File: src/rtl/qis_pkg.sv
package qis_pkg;
  localparam int ADDR_W = 2;
  typedef enum logic [ADDR_W-1:0] {
    REG_ENABLE = 2'd0,
    REG_STATUS = 2'd1,
    REG_CLEAR  = 2'd2,
    REG_SPARE  = 2'd3
  } reg_sel_e;
endpackage

File: src/rtl/qis_rst_sync.sv
module qis_rst_sync (
  input  logic clk,
  input  logic rst_n,
  output logic rst_sync_n
);
  logic [1:0] sync_q;

  always_ff @(posedge clk or negedge rst_n) begin
    if (!rst_n) sync_q <= 2'b00;
    else        sync_q <= {sync_q[0], 1'b1};
  end

  assign rst_sync_n = sync_q[1];
endmodule

File: src/rtl/qis_done_queue.sv
// Per-channel done bit with a saturating queue of pending events.
module qis_done_queue #(
  parameter int QMAX = 15,
  parameter int CW   = $clog2(QMAX + 1)
) (
  input  logic          clk,
  input  logic          rst_n,
  input  logic          evt_i,     // enable-gated done pulse
  input  logic          clr_i,     // host clear of the done bit
  output logic          done_o,
  output logic          rearm_o,   // done will reassert next cycle
  output logic [CW-1:0] count_o,
  output logic          ovf_evt_o  // pulse arrived with queue full
);
  localparam logic [CW-1:0] CMAX = CW'(QMAX);

  logic          done_q, done_n;
  logic          rearm_q, rearm_n;
  logic [CW-1:0] cnt_q, cnt_n;
  logic          bump;
  logic          adv;

  assign adv = evt_i | clr_i | rearm_q;

  always_comb begin
    done_n    = done_q;
    rearm_n   = 1'b0;
    cnt_n     = cnt_q;
    bump      = 1'b0;
    ovf_evt_o = 1'b0;
    if (rearm_q) begin
      done_n = 1'b1;
      bump   = evt_i;
    end else if (!done_q) begin
      done_n = evt_i;
    end else if (evt_i && !clr_i) begin
      bump = 1'b1;
    end else if (clr_i && !evt_i) begin
      done_n = 1'b0;
      if (cnt_q != '0) begin
        cnt_n   = cnt_q - 1'b1;
        rearm_n = 1'b1;
      end
    end
    if (bump) begin
      if (cnt_q == CMAX) ovf_evt_o = 1'b1;
      else               cnt_n     = cnt_q + 1'b1;
    end
  end

  always_ff @(posedge clk or negedge rst_n) begin
    if (!rst_n) begin
      done_q  <= 1'b0;
      rearm_q <= 1'b0;
      cnt_q   <= '0;
    end else if (adv) begin
      done_q  <= done_n;
      rearm_q <= rearm_n;
      cnt_q   <= cnt_n;
    end
  end

  assign done_o  = done_q;
  assign rearm_o = rearm_q;
  assign count_o = cnt_q;
endmodule

File: src/rtl/qis_status_bit.sv
// Sticky status bit; clearing while the cause persists drops it one cycle.
module qis_status_bit (
  input  logic clk,
  input  logic rst_n,
  input  logic set_i,
  input  logic clr_i,
  output logic stat_o,
  output logic rearm_o
);
  logic stat_q, stat_n;
  logic rearm_q, rearm_n;
  logic adv;

  assign adv = set_i | clr_i | rearm_q;

  always_comb begin
    rearm_n = clr_i & stat_q & set_i;
    if (clr_i && stat_q) stat_n = 1'b0;
    else                 stat_n = stat_q | set_i | rearm_q;
  end

  always_ff @(posedge clk or negedge rst_n) begin
    if (!rst_n) begin
      stat_q  <= 1'b0;
      rearm_q <= 1'b0;
    end else if (adv) begin
      stat_q  <= stat_n;
      rearm_q <= rearm_n;
    end
  end

  assign stat_o  = stat_q;
  assign rearm_o = rearm_q;
endmodule

File: src/rtl/qis_regfile.sv
module qis_regfile
  import qis_pkg::*;
#(
  parameter int NSTAT = 12
) (
  input  logic              clk,
  input  logic              rst_n,
  input  logic              wr_i,
  input  logic [ADDR_W-1:0] addr_i,
  input  logic [NSTAT-1:0]  wdata_i,
  input  logic [NSTAT-1:0]  status_i,
  output logic [NSTAT-1:0]  enable_o,
  output logic [NSTAT-1:0]  clear_o,
  output logic [NSTAT-1:0]  rdata_o
);
  logic [NSTAT-1:0] en_q;
  logic             en_we;

  assign en_we   = wr_i && (addr_i == REG_ENABLE);
  assign clear_o = (wr_i && (addr_i == REG_CLEAR)) ? wdata_i : '0;

  always_ff @(posedge clk or negedge rst_n) begin
    if (!rst_n)     en_q <= '0;
    else if (en_we) en_q <= wdata_i;
  end

  always_comb begin
    case (addr_i)
      REG_ENABLE: rdata_o = en_q;
      REG_STATUS: rdata_o = status_i;
      default:    rdata_o = '0;
    endcase
  end

  assign enable_o = en_q;
endmodule

File: src/rtl/qis_ctrl.sv
module qis_ctrl
  import qis_pkg::*;
#(
  parameter int NUM_CH   = 4,
  parameter int NUM_MISC = 4,
  parameter int QMAX     = 15,
  localparam int CW      = $clog2(QMAX + 1),
  localparam int NSTAT   = 2 * NUM_CH + NUM_MISC
) (
  input  logic                clk,
  input  logic                rst_n,
  input  logic [NUM_CH-1:0]   done_evt,
  input  logic [NUM_MISC-1:0] cond,
  input  logic                reg_wr,
  input  logic [ADDR_W-1:0]   reg_addr,
  input  logic [NSTAT-1:0]    reg_wdata,
  output logic [NSTAT-1:0]    reg_rdata,
  output logic                irq
);
  localparam int OVF_LO  = NUM_CH;
  localparam int MISC_LO = 2 * NUM_CH;

  logic                 rst_sync_n;
  logic [NSTAT-1:0]     status;
  logic [NSTAT-1:0]     rearm;
  logic [NSTAT-1:0]     enable;
  logic [NSTAT-1:0]     clear;
  logic [NUM_CH-1:0]    ovf_evt;
  logic [NUM_CH*CW-1:0] count_flat;

  qis_rst_sync u_rst (
    .clk        (clk),
    .rst_n      (rst_n),
    .rst_sync_n (rst_sync_n)
  );

  qis_regfile #(.NSTAT(NSTAT)) u_regs (
    .clk      (clk),
    .rst_n    (rst_sync_n),
    .wr_i     (reg_wr),
    .addr_i   (reg_addr),
    .wdata_i  (reg_wdata),
    .status_i (status),
    .enable_o (enable),
    .clear_o  (clear),
    .rdata_o  (reg_rdata)
  );

  for (genvar c = 0; c < NUM_CH; c++) begin : g_ch
    qis_done_queue #(.QMAX(QMAX), .CW(CW)) u_q (
      .clk       (clk),
      .rst_n     (rst_sync_n),
      .evt_i     (done_evt[c] & enable[c]),
      .clr_i     (clear[c]),
      .done_o    (status[c]),
      .rearm_o   (rearm[c]),
      .count_o   (count_flat[c*CW +: CW]),
      .ovf_evt_o (ovf_evt[c])
    );

    qis_status_bit u_ovf (
      .clk     (clk),
      .rst_n   (rst_sync_n),
      .set_i   (ovf_evt[c] & enable[OVF_LO+c]),
      .clr_i   (clear[OVF_LO+c]),
      .stat_o  (status[OVF_LO+c]),
      .rearm_o (rearm[OVF_LO+c])
    );
  end

  for (genvar m = 0; m < NUM_MISC; m++) begin : g_misc
    qis_status_bit u_lvl (
      .clk     (clk),
      .rst_n   (rst_sync_n),
      .set_i   (cond[m] & enable[MISC_LO+m]),
      .clr_i   (clear[MISC_LO+m]),
      .stat_o  (status[MISC_LO+m]),
      .rearm_o (rearm[MISC_LO+m])
    );
  end

  assign irq = (|status) | (|rearm);
endmodule

File: config.mk
export PLATFORM = sky130hd
export DESIGN_NAME = qis_ctrl
export DESIGN_NICKNAME = d
export VERILOG_FILES = /design/src/rtl/qis_pkg.sv /design/src/rtl/qis_rst_sync.sv /design/src/rtl/qis_done_queue.sv /design/src/rtl/qis_status_bit.sv /design/src/rtl/qis_regfile.sv /design/src/rtl/qis_ctrl.sv
export SDC_FILE = /design/constraint.sdc
export NUM_CORES = 1
export LEC_CHECK = 0
export CORE_MARGIN = 2
export CORE_UTILIZATION = 35
export DETAILED_ROUTE_END_ITERATION = 16
export DONT_BUFFER_PORTS = 1
export PLACE_DENSITY = 0.52
export SYNTH_ARGS = -nofsm -noshare
export SYNTH_HDL_FRONTEND = slang
export SYNTH_SLANG_ARGS = --single-unit
File: constraint.sdc
create_clock -name clk -period 1.6 [get_ports clk]
set_input_delay 0.08 -clock clk [delete_from_list [all_inputs] [get_ports clk]]
set_output_delay 0.08 -clock clk [all_outputs]
set_load 0.005 [all_outputs]
==> run_summary.xml <==
<?xml version="1.0" encoding="UTF-8"?>
<metrics>
  <group name="finish">
    <metric name="most_common_cell_after_layout_fill_and_taps_aside" unit="">dfrtp_1</metric>
    <metric name="number_of_diodes_added_for_antenna_fixing" unit="">0</metric>
    <metric name="final_cell_count_no_fill" unit="">472</metric>
    <metric name="area_growth_syn_to_layout" unit="%">26.1</metric>
    <metric name="finalNetCount" unit="">399</metric>
    <metric name="fill_cells" unit="">804</metric>
    <metric name="final_cell_mix" unit="">53 x dfrtp_1, 33 x nor2_1, 29 x buf_4, 26 x dlygate4sd3_1, 25 x nand2_1</metric>
    <metric name="post_route_cells_drive_above_1_share" unit="%">23.2</metric>
    <metric name="final_cell_area" unit="µm²">3810</metric>
    <metric name="utilization" unit="%">45.9</metric>
  </group>
  <group name="setup_path">
    <metric name="cp_slowest_stage_delay" unit="ns">0.42</metric>
    <metric name="worstPathRequired" unit="ns">1.80</metric>
    <metric name="cp.buffers_inverters" unit="">0</metric>
    <metric name="cp_slowest_cell" unit="">dfrtp_1</metric>
    <metric name="worst_path_dominant_cell_family" unit="">flip-flops</metric>
    <metric name="worst-setup-path-type" unit="">reg2reg</metric>
    <metric name="critical_path.max_fanout" unit="">3</metric>
    <metric name="worst_ep_arrival_time" unit="ns">1.85</metric>
    <metric name="critical_path.endpoint_type" unit="">flop</metric>
    <metric name="timing.critical_path.from_type" unit="">flop</metric>
    <metric name="critical_path.cell_chain" unit="">ha_2 -&gt; and3_4 -&gt; nand3b_1 -&gt; a21oi_1 -&gt; mux2i_1 -&gt; o21ai_0</metric>
  </group>
  <group name="logic_synthesis">
    <metric name="yosysWarningCount" unit="">0</metric>
    <metric name="ys.flop_type" unit="">dfrtp_1</metric>
    <metric name="share_of_flip_flops_with_an_asynchronous_set_or_reset_after_synthesis" unit="%">100</metric>
    <metric name="synth_top_family_by_area" unit="">simple AND/OR/NAND/NOR gates</metric>
    <metric name="synth_fp_nets" unit="">344</metric>
    <metric name="synth-edff-count" unit="">0</metric>
    <metric name="synth_simple_gate_area_share" unit="%">20.1</metric>
    <metric name="syn_area" unit="µm²">3020</metric>
    <metric name="ys_types" unit="">51</metric>
    <metric name="synth.avg_cell_area" unit="µm²">9.72</metric>
    <metric name="postSynthRegisterBits" unit="">54</metric>
    <metric name="synth.top_cells.by_area" unit="">dfrtp_1 45%, mux2i_1 6.3%, mux2_2 6.0%, nor2_1 4.2%, nand3_1 3.5%</metric>
    <metric name="synthXorXnorAreaFrac" unit="%">2.03</metric>
    <metric name="synth-compound-area-share" unit="%">13.4</metric>
    <metric name="synth_seq_area_share" unit="%">44.7</metric>
    <metric name="top_cell_type_by_total_area_after_synthesis" unit="">dfrtp_1</metric>
    <metric name="yosys-mux-area-fraction" unit="%">12.2</metric>
    <metric name="post_synth_fa_ha_maj_area_fraction" unit="%">3.31</metric>
    <metric name="synthCells" unit="">311</metric>
    <metric name="yosysTopAreaCellShare" unit="%">44.7</metric>
  </group>
  <group name="power_and_ir_drop">
    <metric name="switching_power" unit="W">0.00178</metric>
    <metric name="power_leakage" unit="nW">1.66</metric>
    <metric name="sw_frac_of_total" unit="%">35.4</metric>
    <metric name="worst_ir_drop_vdd" unit="mV">0.594</metric>
    <metric name="power_density" unit="nW/µm²">1320</metric>
    <metric name="pnr_total_power" unit="W">0.00503</metric>
    <metric name="p_int" unit="W">0.00325</metric>
    <metric name="share_of_total_power_in_sequential_cells" unit="%">42.7</metric>
    <metric name="clkPwrFrac" unit="%">18.5</metric>
    <metric name="p_comb_share" unit="%">38.8</metric>
  </group>
  <group name="die">
    <metric name="top_level_ports" unit="">38</metric>
    <metric name="core_region_area" unit="µm²">8300</metric>
    <metric name="fp.dieArea" unit="µm²">9400</metric>
    <metric name="initial_core_utilization" unit="%">36.4</metric>
    <metric name="floorplan.rows" unit="">33</metric>
    <metric name="fp.dieH" unit="µm">97.0</metric>
    <metric name="die_width" unit="µm">97.0</metric>
  </group>
  <group name="place">
    <metric name="placer_congestion_estimate" unit="">0.836</metric>
    <metric name="post_place_cells" unit="">428</metric>
    <metric name="total_half_perimeter_wirelength_after_legalization_and_detailed_placement" unit="mm">5.09</metric>
    <metric name="dpl-instance-area" unit="µm²">3290</metric>
    <metric name="port_buffers" unit="">0</metric>
  </group>
  <group name="timing">
    <metric name="max_freq" unit="MHz">605</metric>
    <metric name="final_hold_violation_count" unit="">0</metric>
    <metric name="fin_ws" unit="ns">-0.0518</metric>
    <metric name="slew_violations" unit="">0</metric>
    <metric name="clock-skew-final" unit="ns">0.00846</metric>
    <metric name="final_period_minus_worst_setup_slack" unit="ns">1.65</metric>
    <metric name="finalSetupViolations" unit="">2</metric>
    <metric name="final.period_utilization" unit="%">103</metric>
    <metric name="setup_repair_after_global_routing_missed_its_margin" unit="">yes</metric>
  </group>
  <group name="global_route">
    <metric name="grt.overflow.total" unit="">0</metric>
    <metric name="first_global_vias" unit="">2453</metric>
    <metric name="grt_max_degree" unit="">44</metric>
    <metric name="antenna_found_initial" unit="">0</metric>
    <metric name="grt_first_pass_wirelength" unit="mm">12.1</metric>
    <metric name="gr-usage-all-layers" unit="%">15.7</metric>
  </group>
  <group name="route">
    <metric name="detail_route.iter0.violations" unit="">144</metric>
    <metric name="first_pass_iters" unit="">5</metric>
    <metric name="detailroute.via_count" unit="">2521</metric>
    <metric name="route.detailed.drc" unit="">0</metric>
    <metric name="avgRoutedWirePerCell" unit="µm">15.6</metric>
    <metric name="route.detailed.vias_per_inst" unit="">5.34</metric>
    <metric name="ant_nets" unit="">0</metric>
    <metric name="overall_routed_net_length" unit="mm">7.36</metric>
  </group>
  <group name="clocking">
    <metric name="clock_latency_of_the_later_clocked_register_in_the_worst_skew_pair" unit="ns">0.31</metric>
    <metric name="ctsRootBufferMaster" unit="">clkbuf_8</metric>
    <metric name="cts_max_level" unit="">2</metric>
    <metric name="tritoncts_num_sinks" unit="">54</metric>
    <metric name="clk_pin_slew" unit="ns">0.09</metric>
    <metric name="cts_max_path_buffers" unit="">2</metric>
    <metric name="tritoncts" unit="">built</metric>
    <metric name="numCtsBuffers" unit="">5</metric>
  </group>
  <group name="run_status">
    <metric name="status" unit="">finished with violations</metric>
    <metric name="failed_checks" unit="">setup timing</metric>
  </group>
  <group name="worst_hold_path">
    <metric name="hold_path_class" unit="">in2reg</metric>
  </group>
  <group name="job">
    <metric name="max_cap_violations" unit="">0</metric>
  </group>
</metrics>
cell families after synthesis:
| family | Yosys count |
|---|---|
| and+or+nand+nor | 119 |
| DFF | 54 |
| adders and majority gates | 8 |
| xor gates and xnor gates | 7 |
| muxes | 35 |
| other | 1 |
| buffers and inverters | 28 |
| AOI/OAI and AO/OA | 59 |
worst register-to-register path: cells and delay by family (launching register included):
kind / cells / cell delay, ns
flip-flops: 1 / 0.42
AND/OR/NAND/NOR: 2 / 0.36
adder cells (fa/ha/maj): 1 / 0.20
multiplexers: 1 / 0.21
AO/OA/AOI/OAI: 2 / 0.36
worst paths after layout:
path                                         from                     end  cells past startpoint  slack (ns)
min                                        reg_wr      g_ch[1].u_q.done_o                      3        0.07
max                        g_ch[3].u_q.count_o[0]  g_ch[3].u_q.count_o[1]                      6       -0.05
min in group asynchronous         u_rst.sync_q[1]  g_ch[3].u_q.count_o[3]                      0        0.15
max reg2reg                g_ch[3].u_q.count_o[0]  g_ch[3].u_q.count_o[1]                      6       -0.05
max in group asynchronous         u_rst.sync_q[1]  g_misc[3].u_lvl.stat_o                      1        0.93
min reg2reg                       u_rst.sync_q[1]  g_ch[3].u_q.count_o[3]                      0        0.15
sequential cells by signal, summed over array words and instances, names as in the netlist:
| signal | flops |
|---|---|
| g_misc.u_lvl.rearm_o | 4 |
| g_ch.u_ovf.stat_o | 4 |
| g_ch.u_q.count_o | 16 |
| u_regs.enable_o | 12 |
| g_ch.u_q.done_o | 4 |
| g_ch.u_ovf.rearm_o | 4 |
| g_ch.u_q.rearm_o | 4 |
| g_misc.u_lvl.stat_o | 4 |
| u_rst.sync_q | 2 |
stage by stage:
stage               hold slack, ns  setup WS (ns)  TNS (ns)
floorplan                   -0.216        -0.0378   -0.0378
global placement            -0.216       -0.00643  -0.00643
detailed placement          -0.216        -0.0427   -0.0576
CTS                         0.0699        -0.0283   -0.0308
global route                0.0846         -0.124    -0.282
finish                      0.0743        -0.0518   -0.0981
final cells by class:
class	count	area [µm²]	share of cell area [%]
clock inverters	2	37.5	0.985
flip-flops and latches	54	1350	35.5
repair buffers	57	509	13.4
inverters	19	71.3	1.87
well taps	105	131	3.45
multi-input cells	229	1640	43.0
clock buffers	6	72.6	1.90
cells in the mapped netlist (all sizes together), types with 3 or more instances:
cell and number:
a21boi 4, a21oi 17, a31oi 7, and3 7, buf 5, clkbuf 4, dfrtp 54, ha 8
inv 19, mux2 16, mux2i 19, nand2 26, nand3 21, nand4 3, nor2 34, nor3 4
nor3b 4, nor4 6, o21ai 14, xnor2 6
metal layers:
metal / up-vias / global-route usage [%] / wire, µm
met5: - / 0 / 0
met1: 1244 / 21.4 / 3490
li1: 1215 / - / -
met4: 0 / 3.58 / 68
met2: 57 / 25.9 / 3490
met3: 5 / 3.11 / 313
repair_timing:
action	4_1_cts	5_1_grt
hold buffers	26	0
setup endpoints to repair	4	9
hold endpoints to repair	35	0
pin swaps	4	8
gates resized for setup	5	17
setup buffers	5	5
power groups by stage:
stage	Sequential (W)	Clock [W]	Combinational (W)
2_1_floorplan	0.00208	0	0.00122
3_3_place_gp	0.00214	0	0.00165
3_5_place_dp	0.00215	0	0.00168
4_1_cts	0.00212	0.000961	0.00186
5_1_grt	0.00221	0.00101	0.00221
6_report	0.00215	0.000930	0.00195
Note: power is estimated with default switching activity, not from simulation.
